===== src/rtl/frd_pkg.sv =====
package frd_pkg;

  typedef enum logic {
    ADJ_LONG  = 1'b0,
    ADJ_SHORT = 1'b1
  } adj_dir_e;

endpackage


===== src/rtl/frd_phase_acc.sv =====
module frd_phase_acc #(
  parameter int ACC_W = 20,
  parameter int MAG_W = 8
) (
  input  logic             clk_i,
  input  logic             rst_ni,
  input  logic             en_i,
  input  logic [MAG_W-1:0] mag_i,
  output logic             uf_o
);

  localparam int SUB_W = ACC_W + 1;

  logic [ACC_W-1:0] acc_q;
  logic [SUB_W-1:0] diff;

  assign diff = {1'b0, acc_q} - SUB_W'(mag_i);
  assign uf_o = en_i & diff[ACC_W];

  // disabled: reload full scale so every run starts at the same phase
  always_ff @(posedge clk_i or negedge rst_ni) begin
    if (!rst_ni)    acc_q <= '1;
    else if (!en_i) acc_q <= '1;
    else            acc_q <= diff[ACC_W-1:0];
  end

  assert_reload_R4: assert property (@(posedge clk_i) disable iff (!rst_ni)
    !en_i |=> acc_q == '1);

  assert_wrap_up_R4: assert property (@(posedge clk_i) disable iff (!rst_ni)
    (en_i && uf_o) |=> acc_q > $past(acc_q));

  assert_descend_R4: assert property (@(posedge clk_i) disable iff (!rst_ni)
    (en_i && !uf_o && mag_i != '0) |=> acc_q < $past(acc_q));

  assert_zero_mag_R3: assert property (@(posedge clk_i) disable iff (!rst_ni)
    (mag_i == '0) |-> !uf_o);

endmodule


===== src/rtl/frd_adj_pend.sv =====
module frd_adj_pend (
  input  logic clk_i,
  input  logic rst_ni,
  input  logic en_i,
  input  logic uf_i,
  input  logic take_i,
  output logic pend_o
);

  logic pend_q;

  // set wins over take: an underflow on the boundary edge counts for the next period
  always_ff @(posedge clk_i or negedge rst_ni) begin
    if (!rst_ni)     pend_q <= 1'b0;
    else if (!en_i)  pend_q <= 1'b0;
    else if (uf_i)   pend_q <= 1'b1;
    else if (take_i) pend_q <= 1'b0;
  end

  assign pend_o = pend_q;

  assert_hold_R7: assert property (@(posedge clk_i) disable iff (!rst_ni)
    (en_i && pend_o && !take_i) |=> pend_o);

  assert_clear_R5: assert property (@(posedge clk_i) disable iff (!rst_ni)
    (en_i && take_i && !uf_i) |=> !pend_o);

  assert_set_R5: assert property (@(posedge clk_i) disable iff (!rst_ni)
    (en_i && uf_i) |=> pend_o);

endmodule


===== src/rtl/frd_period_cnt.sv =====
module frd_period_cnt
  import frd_pkg::*;
#(
  parameter int DIV_W = 16
) (
  input  logic             clk_i,
  input  logic             rst_ni,
  input  logic             en_i,
  input  logic [DIV_W-1:0] div_i,
  input  logic             pend_i,
  input  adj_dir_e         dir_i,
  output logic             take_o,
  output logic             tick_o
);

  localparam int LEN_W = DIV_W + 1;
  typedef logic [LEN_W-1:0] len_t;

  logic [DIV_W-1:0] rem_q, rem_d;
  logic             tick_q;
  len_t             nom, adj_len, nxt;

  always_comb begin
    nom     = (div_i == '0) ? len_t'(1) : {1'b0, div_i};
    adj_len = nom;
    if (pend_i) begin
      if (dir_i == ADJ_LONG)    adj_len = nom + len_t'(1);
      else if (nom > len_t'(1)) adj_len = nom - len_t'(1);
    end
  end

  assign take_o = en_i && (rem_q == '0);

  always_comb begin
    if (!en_i)       nxt = nom - len_t'(1);
    else if (take_o) nxt = adj_len - len_t'(1);
    else             nxt = {1'b0, rem_q} - len_t'(1);
    rem_d = nxt[DIV_W-1:0];
  end

  always_ff @(posedge clk_i or negedge rst_ni) begin
    if (!rst_ni) begin
      rem_q  <= '0;
      tick_q <= 1'b0;
    end else begin
      rem_q  <= rem_d;
      tick_q <= take_o;
    end
  end

  assign tick_o = tick_q;

  assert_disabled_quiet_R1: assert property (@(posedge clk_i) disable iff (!rst_ni)
    !en_i |=> !tick_o);

  assert_start_len_R2: assert property (@(posedge clk_i) disable iff (!rst_ni)
    !en_i |=> len_t'(rem_q) == $past(nom) - len_t'(1));

  assert_single_pulse_R9: assert property (@(posedge clk_i) disable iff (!rst_ni)
    (tick_o && rem_q != '0) |=> !tick_o);

  assert_step_bound_R7: assert property (@(posedge clk_i) disable iff (!rst_ni)
    take_o |=> (len_t'(rem_q) <= $past(nom)) &&
               (len_t'(rem_q) + len_t'(2) >= $past(nom)));

  assert_floor_one_R8: assert property (@(posedge clk_i) disable iff (!rst_ni)
    (take_o && nom == len_t'(1)) |=> rem_q <= DIV_W'(1));

endmodule


===== src/rtl/frac_rate_div.sv =====
module frac_rate_div
  import frd_pkg::*;
#(
  parameter int DIV_W  = 16,
  parameter int RATE_W = 9,
  parameter int ACC_W  = 20
) (
  input  logic              clk_i,
  input  logic              rst_ni,
  input  logic              en_i,
  input  logic [DIV_W-1:0]  div_cnt_i,
  input  logic [RATE_W-1:0] rate_i,
  output logic              tick_o
);

  localparam int MAG_W = RATE_W - 1;

  logic     uf, pend, take;
  adj_dir_e dir;

  assign dir = adj_dir_e'(rate_i[RATE_W-1]);

  frd_phase_acc #(
    .ACC_W (ACC_W),
    .MAG_W (MAG_W)
  ) u_acc (
    .clk_i  (clk_i),
    .rst_ni (rst_ni),
    .en_i   (en_i),
    .mag_i  (rate_i[MAG_W-1:0]),
    .uf_o   (uf)
  );

  frd_adj_pend u_pend (
    .clk_i  (clk_i),
    .rst_ni (rst_ni),
    .en_i   (en_i),
    .uf_i   (uf),
    .take_i (take),
    .pend_o (pend)
  );

  frd_period_cnt #(
    .DIV_W (DIV_W)
  ) u_cnt (
    .clk_i  (clk_i),
    .rst_ni (rst_ni),
    .en_i   (en_i),
    .div_i  (div_cnt_i),
    .pend_i (pend),
    .dir_i  (dir),
    .take_o (take),
    .tick_o (tick_o)
  );

  assert_reset_quiet_R1: assert property (@(posedge clk_i)
    !rst_ni |=> !tick_o);

endmodule


===== config.mk =====
export PLATFORM = sky130hd
export DESIGN_NAME = frac_rate_div
export DESIGN_NICKNAME = d
export VERILOG_FILES = /design/src/rtl/frd_pkg.sv /design/src/rtl/frd_phase_acc.sv /design/src/rtl/frd_adj_pend.sv /design/src/rtl/frd_period_cnt.sv /design/src/rtl/frac_rate_div.sv
export SDC_FILE = /design/constraint.sdc
export NUM_CORES = 1
export LEC_CHECK = 0
export BUFFER_PORTS_ARGS = -buffer_cell sky130_fd_sc_hd__buf_2
export CORE_UTILIZATION = 28
export CTS_CLUSTER_SIZE = 14
export DETAILED_ROUTE_END_ITERATION = 8
export GPL_TIMING_DRIVEN = 1
export MAX_ROUTING_LAYER = met4
export PLACE_DENSITY = 0.48
export SLEW_MARGIN = 20
export SYNTH_ARGS = -nofsm -noshare
export SYNTH_HDL_FRONTEND = slang
export SYNTH_SLANG_ARGS = --single-unit

===== constraint.sdc =====
create_clock -name clk_i -period 3.3 [get_ports clk_i]
set_input_delay 0.165 -clock clk_i [delete_from_list [all_inputs] [get_ports clk_i]]
set_output_delay 0.165 -clock clk_i [all_outputs]
set_load 0.02 [all_outputs]

# Word level (Yosys, flattened, before mapping)
# Cells that the tools add are included.
[word_totals]
ff_bits = 38
wordCells = 25
[op_classes]
add_sub_neg = 5
magnitude_cmp = 1
eq_ne = 1
n_mux = 10
bitwise_logic = 1
n_reduce_logical = 3
[op_table]
columns = ["operator", "n"]
rows = [
  ["16-bit 2-to-1 mux", 6],
  ["16-bit by 1-bit subtractor with 16-bit output, second input constant", 3],
  ["16-bit zero test", 2],
  ["20-bit by 8-bit subtractor with 21-bit output", 1],
  ["20-bit 2-to-1 mux", 1],
  ["17-bit by 1-bit greater-than comparator with 1-bit output, second input constant", 1],
  ["16-bit by 1-bit adder with 16-bit output, second input constant", 1],
  ["1-bit 2-to-1 mux", 3],
  ["3-bit by 1-bit inequality test with 1-bit output, second input constant", 1],
  ["1-bit AND", 1],
  ["1-bit logical AND", 1],
]

# Depth between registers and ports, before layout
[depth]
depth_word = 9
depth_mapped = 16
depth_no_buf = 14

# By module
# From an unflattened synthesis, not the netlist that was laid out.
[unflattened]
hier_cells = 418
hier_area_um2 = 3495.9
[by_module_without_submodules]
columns = ["mod", "n_inst", "cells_per_inst", "area_each_um2", "seq_area_each_um2"]
rows = [
  ["frd_period_cnt", 1, 288, 2212.1, 425.4],
  ["frd_phase_acc", 1, 127, 1237.4, 525.5],
  ["frd_adj_pend", 1, 3, 46.3, 25.0],
]

# Worst setup path before layout
# No wires, ideal clock.
[synth_timing]
path_type = "input -> register"
start = "input port div_cnt_i[11]"
end = "register u_cnt.rem_q[15]"
setup_time_ns = 0.132
arrival_time_ns = 3.804
setup_slack_ns = -0.636
path_stages = 15
cell_sequence = "buf_2 > or4_4 > buf_6 > nor4_4 > a21o_1 > ha_1 > or4b_2 > nor4_4 > nor4_1 > o41ai_2 > and3b_1 > and4_1 > buf_4 > o221ai_1 > or3b_1"
[synth_between]
elab_chain_cells = 9
elab_cells_between_ends = 11
[synth_rtl]
columns = ["element", "line_no", "text"]
rows = [
  ["from (decl)", "frac_rate_div.sv:11", "input logic [DIV_W-1:0] div_cnt_i,"],
  ["16-bit zero test", "frd_period_cnt.sv:24", "nom = (div_i == '0) ? len_t'(1) : {1'b0, div_i};"],
  ["16-bit 2-to-1 mux (*)", "frd_period_cnt.sv:24", ""],
  ["16-bit by 1-bit subtractor with 16-bit output or 17-bit by 1-bit greater-than comparator with 1-bit output (tied branches)", "frd_period_cnt.sv:28, frd_period_cnt.sv:35", ""],
  ["16-bit 2-to-1 mux", "frd_period_cnt.sv:28", "else if (nom > len_t'(1)) adj_len = nom - len_t'(1);"],
  ["16-bit 2-to-1 mux", "frd_period_cnt.sv:27", "if (dir_i == ADJ_LONG) adj_len = nom + len_t'(1);"],
  ["16-bit 2-to-1 mux", "frd_period_cnt.sv:26", "if (pend_i) begin"],
  ["16-bit by 1-bit subtractor with 16-bit output", "frd_period_cnt.sv:36", "else if (take_o) nxt = adj_len - len_t'(1);"],
  ["16-bit 2-to-1 mux", "frd_period_cnt.sv:36", ""],
  ["16-bit 2-to-1 mux (*)", "frd_period_cnt.sv:35", "if (!en_i) nxt = nom - len_t'(1);"],
  ["via u_cnt.nxt[15]", "frd_period_cnt.sv:21", "len_t nom, adj_len, nxt;"],
  ["to (signal assigned)", "frd_period_cnt.sv:46", "rem_q <= rem_d;"],
  ["to (decl)", "frd_period_cnt.sv:19", "logic [DIV_W-1:0] rem_q, rem_d;"],
]
# Mark *: on every way through the listed nets, which the timed path passes. The rest lies on a longest branch.
# A chain may end at the register's enable or synchronous reset.

# Final worst setup path
[layout_timing]
start = "input port div_cnt_i[14]"
end = "register u_cnt.rem_q[15]"
# The elaborated chain is that of the path after synthesis.

==> impl_metrics.json <==
{
  "cts.sinks": 38,
  "ys.flop_type": "dfstp_2",
  "grt-ovfl-total": 0,
  "routed-wl-met3_um": 497,
  "fin_worst_skew_ns": 0.007734,
  "wirelength_met1_mm": 5.851,
  "worst_hold_slack_ns": 0.01651,
  "dieArea_um2": 14240,
  "cp.arrival_ns": 3.56,
  "post-route-period-util_pct": 103.1,
  "cts_max_level": 2,
  "wl_per_cell_um": 17.66,
  "r2r_start": "u_cnt.rem_q[5]$_DFF_PN0_",
  "first_iter_violations": 316,
  "grt_pass1_wl_mm": 20.99,
  "violations": "setup timing",
  "fin_crit_ns": 3.402,
  "antenna_cells": 0,
  "grt_pass1_vias": 4065,
  "start_util_pct": 28.87,
  "cp-end-kind": "flop",
  "holdCritPathClass": "in2async",
  "grt_max_degree": 39,
  "worstMarginPinSlew_ns": 0.8837,
  "final-seq-area_um2": 975.9,
  "clkTransAtPathRegs_ns": 0.06,
  "status": "finished with violations",
  "ys_ff_latch": 38,
  "synth_edf_count": 0,
  "critPathKind": "in2reg",
  "routabilityCongestion": 0.9202,
  "synth.area.top_cells": "dfstp_2, dfrtp_1, ha_1",
  "synth_top_area_cell": "dfstp_2",
  "wl_mm": 12.75,
  "grt_antenna_before_repair": 0,
  "track_usage_pct": 18.88,
  "p_leak_nw": 2.032,
  "dr.pass1.iters": 5,
  "syn_to_final_growth_pct": 30.68,
  "coreArea_um2": 13350,
  "cp-start-kind": "primary input",
  "maxCapViolCount": 0,
  "yosysSeqAreaShare_pct": 25.32,
  "yosysWarningCount": 0,
  "syn_avg_cell_area_um2": 8.288,
  "cts_tree": "yes",
  "slew_headroom_pct": 41.09,
  "synthArstFlopShare_pct": 100.0,
  "fin_nets": 585,
  "rsz0062_at_grt": "true",
  "drive_gt1_share_pct": 37.18,
  "critPathRequiredTime_ns": 3.46,
  "post-synth-top-area-fraction_pct": 13.64,
  "hpwl_mm": 9.460,
  "fillers": 1350,
  "fin_ws_ns": -0.1022,
  "top_layer_used": "met4",
  "clockBufferDepth": 2,
  "ant_nets": 0,
  "worstPathMaxFanout": 4,
  "die_x_um": 119.3,
  "vias_per_cell": 5.614,
  "pre_cts_ws_ns": -0.5843,
  "finalSetupViolations": 7,
  "synthCells": 465,
  "multiInputGateArea_um2": 2784,
  "syn_area_um2": 3854,
  "met2_length_mm": 6.112,
  "hold_violations": 0,
  "root_buffer": "clkbuf_16",
  "numCtsBuffers": 5,
  "hold_buffers": 0,
  "yosysUniqueCellTypes": 83,
  "final_common_cell": "buf_4",
  "fmaxAchievable_mhz": 293.9,
  "ir_worst_vdd_uv": 271.0,
  "final_cell_mix": "buf_4, nand2_1, nor2_1, buf_2",
  "io-pin-count": 29,
  "powerDensity_nw_per_um2": 351.3,
  "vias": 4053,
  "fp-row-count": 42,
  "drv_slew": 0,
  "clkLatencyLatePin_ns": 0.28,
  "route.detailed.drc": 0,
  "synth_nets": 505,
  "critical_path.startpoint": "div_cnt_i[14]",
  "chipHeight_um": 119.3,
  "io_buffers": 28
}
==> routing by layer <==
layer  vias up  track usage, %
li1       1924               -
met3        21           2.011
met4         0           5.938
met5         -               -
met1      1997           24.77
met2       111           30.41
==> kinds of logic (layout without fill, tap and decap cells) <==
| logic type | Yosys count | count (layout) | share of synthesized area, % |
|---|---|---|---|
| simple gates | 208 | 208 | 33.21 |
| compound gates | 124 | 124 | 25.00 |
| mux | 5 | 5 | 1.396 |
| xor+xnor | 19 | 19 | 4.318 |
| flops | 38 | 38 | 25.32 |
| fa+ha+maj | 12 | 12 | 4.091 |
| buf+inv | 59 | 140 | 6.656 |
==> power breakdown <==
group          internal (mW)  switching (mW)
Clock                  0.423           0.194
Combinational          0.258           0.309
Sequential             0.538          0.0472
Total                   1.22           0.550
==> critical path: stages <==
cell and delay, ns:
buf_6 0.09, or4_4 0.57, nor4_4 0.24, a21o_1 0.22, ha_4 0.17, or4b_4 0.51
nor4_4 0.22, buf_4 0.17, nor2_2 0.04, a211o_1 0.32, a41oi_2 0.15, and4b_1 0.26
a21oi_2 0.07, or3b_1 0.35
==> per-stage QoR <==
stage / util, % / instance area [um2] / std cells / total power [mW] / TNS [ns]
5_1_grt: 37.73 / 5036 / 722 / 1.866 / -1.636
2_1_floorplan: - / 3930 / 465 / 0.9295 / -3.438
4_1_cts: 37.31 / 4980 / 719 / 1.760 / -0.06569
6_report: 37.73 / 5036 / 722 / 1.769 / -0.3415
3_5_place_dp: 34.61 / 4619 / 705 / 1.120 / -6.195
3_3_place_gp: 34.61 / 4619 / 705 / 1.115 / -5.814
==> path summary, 6_finish.rpt <==
kind / end / slack (ns) / depth (start not counted)
min reg2reg: u_acc.acc_q[18]$_DFF_PN1_ / 0.50 / 2
min in group clk_i: u_acc.acc_q[0]$_DFF_PN1_ / 0.13 / 3
max: u_cnt.rem_q[15]$_DFF_PN0_ / -0.10 / 14
max in group asynchronous: u_cnt.rem_q[11]$_DFF_PN0_ / 2.74 / 1
min: u_pend.pend_o$_DFFE_PN0P_ / 0.02 / 1
max reg2reg: u_cnt.rem_q[15]$_DFF_PN0_ / 0.29 / 12
==> Yosys cell counts (4+ instances only) <==
cell,instances
or4_1,7
inv_1,22
nand2b_1,6
nand4_1,13
o41ai_1,4
or2_2,8
a31oi_1,9
and2_1,5
clkbuf_1,25
a21oi_1,14
o21a_1,6
dfrtp_1,18
nand3_1,23
nor2_1,30
nor3_1,17
xnor2_1,9
xor2_1,10
and3_1,7
a21o_1,4
a41oi_1,4
nand2_1,29
a31o_2,6
nor4_1,8
nor4_4,5
and4_1,4
dfstp_2,20
nor3b_1,4
o31ai_1,8
ha_1,11
a311oi_1,4
o21ai_0,24
nor2b_1,8
or3_1,11
buf_2,4
==> sequential cells by signal, indices dropped and copies added, names as in the netlist <==
name           cells
u_cnt.rem_q       16
u_acc.acc_q       20
u_pend.pend_o      1
u_cnt.tick_o       1
==> timing repair <==
| item | in CTS | in global routing |
|---|---|---|
| endpoints found under the setup margin | 12 | 12 |
| pin swaps | 13 | 9 |
| setup buffers | 6 | 3 |
| hold endpoints to repair | 0 | 0 |
| gates resized for setup | 23 | 8 |
==> layout make-up <==
| type | count | share of cell area (%) |
|---|---|---|
| multi-input cells | 368 | 55.28 |
| clock buffers | 7 | 3.255 |
| clock inverters | 1 | 0.5963 |
| inverters | 23 | 1.714 |
| repair buffers | 109 | 15.40 |
| flip-flops and latches | 38 | 19.38 |
| well taps | 176 | 4.373 |
Note: power is estimated with default switching activity, not from simulation.
